$ cat config.mk
export PLATFORM = sky130hd
export DESIGN_NAME = txeq_lut_top
export DESIGN_NICKNAME = d
export VERILOG_FILES = /design/src/rtl/txeq_pkg.sv /design/src/rtl/txeq_pattern.sv /design/src/rtl/txeq_lut_bank.sv /design/src/rtl/txeq_lut_top.sv
export SDC_FILE = /design/constraint.sdc
export NUM_CORES = 1
export LEC_CHECK = 0
export ABC_AREA = 1
export BUFFER_PORTS_ARGS = -buffer_cell sky130_fd_sc_hd__buf_2
export CELL_PAD_IN_SITES_DETAIL_PLACEMENT = 0
export CELL_PAD_IN_SITES_GLOBAL_PLACEMENT = 1
export CORE_MARGIN = 2
export CORE_UTILIZATION = 44
export DETAILED_ROUTE_END_ITERATION = 6
export PLACE_DENSITY_LB_ADDON = 0.1
export SYNTH_ARGS = -nofsm -noshare
export SYNTH_HDL_FRONTEND = slang
export SYNTH_SLANG_ARGS = --single-unit
$ cat constraint.sdc
create_clock -name clk -period 1.3 [get_ports clk]
set_input_delay 0.13 -clock clk [delete_from_list [all_inputs] [get_ports clk]]
set_output_delay 0.13 -clock clk [all_outputs]
set_load 0.02 [all_outputs]
$ cat src/rtl/txeq_pkg.sv
package txeq_pkg;

  typedef enum logic {
    PH_EVEN = 1'b0,
    PH_ODD  = 1'b1
  } txeq_phase_e;

  // Table index: current bit in the upper position, history bit below it.
  function automatic logic [1:0] make_pattern(input logic cur_bit, input logic prev_bit);
    return {cur_bit, prev_bit};
  endfunction

endpackage

$ cat src/rtl/txeq_pattern.sv
module txeq_pattern
  import txeq_pkg::*;
(
  input  logic       clk,
  input  logic       rst_n,
  input  logic       bit_even_i,
  input  logic       bit_odd_i,
  output logic [1:0] pat_even_o,
  output logic [1:0] pat_odd_o
);

  // Last odd bit of the previous clock is the history for the next even bit.
  logic prev_odd_q;

  always_ff @(posedge clk or negedge rst_n) begin
    if (!rst_n) prev_odd_q <= 1'b0;
    else        prev_odd_q <= bit_odd_i;
  end

  always_comb begin
    pat_even_o = make_pattern(bit_even_i, prev_odd_q);
    pat_odd_o  = make_pattern(bit_odd_i, bit_even_i);
  end

endmodule

$ cat src/rtl/txeq_lut_bank.sv
module txeq_lut_bank #(
  parameter int CODE_W = 7,
  parameter int IDX_W  = 2
) (
  input  logic              clk,
  input  logic              rst_n,
  input  logic [IDX_W-1:0]  rd_idx_i,
  input  logic              wr_en_i,
  input  logic [IDX_W-1:0]  wr_addr_i,
  input  logic [CODE_W-1:0] wr_data_i,
  output logic [CODE_W-1:0] code_o
);

  localparam int ENTRIES = 1 << IDX_W;
  localparam int MAG_W   = CODE_W - 1;

  // Unequalized default: full-scale magnitude, sign taken from the current bit only.
  function automatic logic [CODE_W-1:0] default_code(input int unsigned idx);
    logic cur;
    cur = 1'((idx >> (IDX_W - 1)) & 1);
    return {~cur, {MAG_W{1'b1}}};
  endfunction

  logic [CODE_W-1:0] tbl_q [ENTRIES];

  always_ff @(posedge clk or negedge rst_n) begin
    if (!rst_n) begin
      for (int e = 0; e < ENTRIES; e++) tbl_q[e] <= default_code(e);
    end else if (wr_en_i) begin
      tbl_q[wr_addr_i] <= wr_data_i;
    end
  end

  // Read sees the contents from before any write at this same edge.
  always_ff @(posedge clk or negedge rst_n) begin
    if (!rst_n) code_o <= '0;
    else        code_o <= tbl_q[rd_idx_i];
  end

endmodule

$ cat src/rtl/txeq_lut_top.sv
module txeq_lut_top
  import txeq_pkg::*;
#(
  parameter int MAG_W = 6
) (
  input  logic             clk,
  input  logic             rst_n,
  input  logic             bit_even_i,
  input  logic             bit_odd_i,
  input  logic             wr_en_i,
  input  logic             wr_phase_i,
  input  logic [1:0]       wr_addr_i,
  input  logic [MAG_W:0]   wr_data_i,
  output logic [MAG_W:0]   code_even_o,
  output logic [MAG_W:0]   code_odd_o
);

  localparam int CODE_W = MAG_W + 1;
  localparam int IDX_W  = 2;
  localparam int PHASES = 2;

  // Named internal events for the checker.
  logic [IDX_W-1:0]  pat_even_w;
  logic [IDX_W-1:0]  pat_odd_w;
  logic              wr_even_w;
  logic              wr_odd_w;

  logic [IDX_W-1:0]  pat_w  [PHASES];
  logic              wr_w   [PHASES];
  logic [CODE_W-1:0] code_w [PHASES];

  txeq_pattern u_pattern (
    .clk        (clk),
    .rst_n      (rst_n),
    .bit_even_i (bit_even_i),
    .bit_odd_i  (bit_odd_i),
    .pat_even_o (pat_even_w),
    .pat_odd_o  (pat_odd_w)
  );

  assign wr_even_w = wr_en_i && (txeq_phase_e'(wr_phase_i) == PH_EVEN);
  assign wr_odd_w  = wr_en_i && (txeq_phase_e'(wr_phase_i) == PH_ODD);

  assign pat_w[0] = pat_even_w;
  assign pat_w[1] = pat_odd_w;
  assign wr_w[0]  = wr_even_w;
  assign wr_w[1]  = wr_odd_w;

  for (genvar ph = 0; ph < PHASES; ph++) begin : g_bank
    txeq_lut_bank #(
      .CODE_W (CODE_W),
      .IDX_W  (IDX_W)
    ) u_bank (
      .clk       (clk),
      .rst_n     (rst_n),
      .rd_idx_i  (pat_w[ph]),
      .wr_en_i   (wr_w[ph]),
      .wr_addr_i (wr_addr_i),
      .wr_data_i (wr_data_i),
      .code_o    (code_w[ph])
    );
  end

  assign code_even_o = code_w[0];
  assign code_odd_o  = code_w[1];

endmodule

==> results_dict.tcl <==
set metrics [dict create \
    syn_avg_cell_area_um2 7.81 \
    fin_crit_sh 0.845 \
    clock_skew_ns 0.00807 \
    crit_path_end "g_bank[0].u_bank.code_o[3]" \
    start_util 0.456 \
    vias 2633 \
    reg2reg_depth 3 \
    clock-root-buffer "clkbuf_8" \
    fin_nets 470 \
    io_pins 29 \
    cp.arrival_ns 1.34 \
    synth-seq-cells 71 \
    cts_setup_buffers 0 \
    critPathKind "flop to flop" \
    fmax_mhz 911 \
    ir_worst_vdd_mv 0.688 \
    antenna_cells 0 \
    die_width_um 91.0 \
    synth.net_count 441 \
    cts_tree "yes" \
    max_cap_violations 0 \
    setup.worst_path.end_class "flop" \
    status "completed" \
    fin_ws_ns 0.202 \
    tightest_slew_ns 0.441 \
    min_period_ns 1.10 \
    antenna_found_initial 0 \
    required_ns 1.54 \
    coreArea_um2 7290 \
    clk_path_buf_depth 2 \
    synth.distinct_cells 13 \
    setup_violations 0 \
    die_h_um 91.0 \
    cts_buffers 9 \
    final_layout_size_suffix_gt1_frac 0.270 \
    grt_pass1_vias 2546 \
    rsz0062_at_grt "no" \
    dieArea_um2 8270 \
    cts_max_level 3 \
    regToRegStartpoint "u_pattern.prev_odd_q" \
    ys.warnings.count 0 \
    clock-sinks 71 \
    hpwl_um 5150 \
    routed_wl_um 7860 \
    crit_start "u_pattern.prev_odd_q" \
    viasPerCell 4.71 \
    final_antenna_net_count 0 \
    p_total_mw 6.10 \
    grt_overflow 0 \
    track_usage 0.206 \
    hold_viol_final 0 \
    r2r-end "g_bank[0].u_bank.code_o[3]" \
    insertion_delay_ns 0.35 \
    grt_max_degree 72 \
    drtIter0Drc 167 \
    min_path_type "input pin to flop" \
    gp_congestion 0.777 \
    seq_area_frac_synth 0.554 \
    syn_inst 426 \
    area_delta_synth_final_pct 16.0 \
    port_buffers 28 \
    first_pass_iters 4 \
    wire_per_inst_um 14.1 \
    path_clk_slew_ns 0.08 \
    relSlewSlack 0.705 \
    netlist_area_um2 3330 \
    start_kind "flop" \
    slew_violations 0 \
    crit_fanout 22 \
    p_per_area_nw_per_um2 1580 \
    cellLeakagePower_nw 2.03 \
    drc_errors 0 \
    dp_worst_setup_slack_ns 0.0306 \
    r2r_slack_ns 0.20 \
    grt_pass1_wl_um 13200 \
    row_count 31 \
    tns_ns 0 \
]
==> cell usage after synthesis (all sizes together) <==
cell | count | area share
nor2 | 6 | 0.0090
nand2 | 193 | 0.22
buf | 10 | 0.016
dfrtp | 19 | 0.14
inv | 51 | 0.058
dfstp | 52 | 0.41
clkbuf | 11 | 0.015
nand3 | 70 | 0.11
or2 | 14 | 0.026
==> cells in the final DEF (no fill, tap or decap), types with 3 or more instances in the layout <==
cell / Yosys / final
buf_12: 0 / 4
buf_2: 9 / 28
buf_4: 1 / 5
clkbuf_8: 0 / 11
dfrtp_1: 19 / 18
dfstp_2: 52 / 52
inv_1: 50 / 50
nand2_1: 193 / 193
nand3_1: 70 / 70
nor2_1: 3 / 3
nor2_2: 3 / 3
or2_2: 14 / 14
==> flip-flops by register name, summed over array words and instances (netlist names) <==
register and flops:
g_bank.u_bank.tbl_q 56, g_bank.u_bank.code_o 14, u_pattern.prev_odd_q 1
==> cell type report <==
class,count,area (um^2)
multi-input combinational,283,1190
clock inverter,5,80.1
sequential,71,1840
timing repair buffer,39,278
inverter,51,191
clock buffer,11,151
fill,753,3430
tap,99,124
==> worst min-delay path by stage <==
stage / slack, ns / start / end / cells past startpoint
3_3_place_gp: 0.19 / rst_n / g_bank[0].u_bank.code_o[2] / 2
6_report: 0.09 / wr_data_i[0] / g_bank[1].u_bank.tbl_q[0] / 3
5_1_grt: 0.09 / wr_data_i[6] / g_bank[0].u_bank.tbl_q[27] / 3
2_1_floorplan: -0.17 / rst_n / g_bank[0].u_bank.code_o[0] / 0
3_5_place_dp: 0.19 / rst_n / g_bank[0].u_bank.code_o[2] / 2
4_1_cts: 0.08 / wr_data_i[5] / g_bank[1].u_bank.tbl_q[5] / 3
==> what timing repair did <==
| action | 4_1_cts | 5_1_grt |
|---|---|---|
| hold endpoints to repair | 20 | 0 |
| hold buffers | 2 | 0 |
| gates resized for setup | 0 | 1 |
| setup endpoints to repair | 0 | 7 |
==> logic make-up (layout without fill, tap and decap cells) <==
group,Yosys count,after routing,synth area share
and+or+nand+nor,283,283,0.358
DFF,71,71,0.554
buffers and inverters,72,106,0.0880
==> routing by layer <==
layer | global-route usage | vias up | part of all wire
li1 | - | 1348 | -
met5 | 0 | - | 0
met2 | 0.282 | 58 | 0.43
met1 | 0.320 | 1217 | 0.51
met3 | 0.0506 | 10 | 0.047
met4 | 0.0581 | 0 | 0.015
==> stage by stage <==
step | instances | instance area [um^2] | hold slack [ns] | util
2_1_floorplan | 426 | 3330 | -0.166 | -
3_3_place_gp | 541 | 3610 | 0.187 | 0.495
3_5_place_dp | 541 | 3610 | 0.186 | 0.495
4_1_cts | 559 | 3860 | 0.0835 | 0.529
5_1_grt | 559 | 3860 | 0.0883 | 0.529
6_report | 559 | 3860 | 0.0896 | 0.529
==> where the power goes <==
part,internal [mW],switching [mW],total (mW)
registers,2.82,0.202,3.03
logic,0.383,0.652,1.04
clock network,1.18,0.854,2.03
==> critical path: stages (launching register included) <==
cell and delay (ns):
dfrtp_2 0.53, or2_2 0.33, nand3_1 0.07, nand2_1 0.06
No activity file was read; power rests on OpenSTA's default activity.
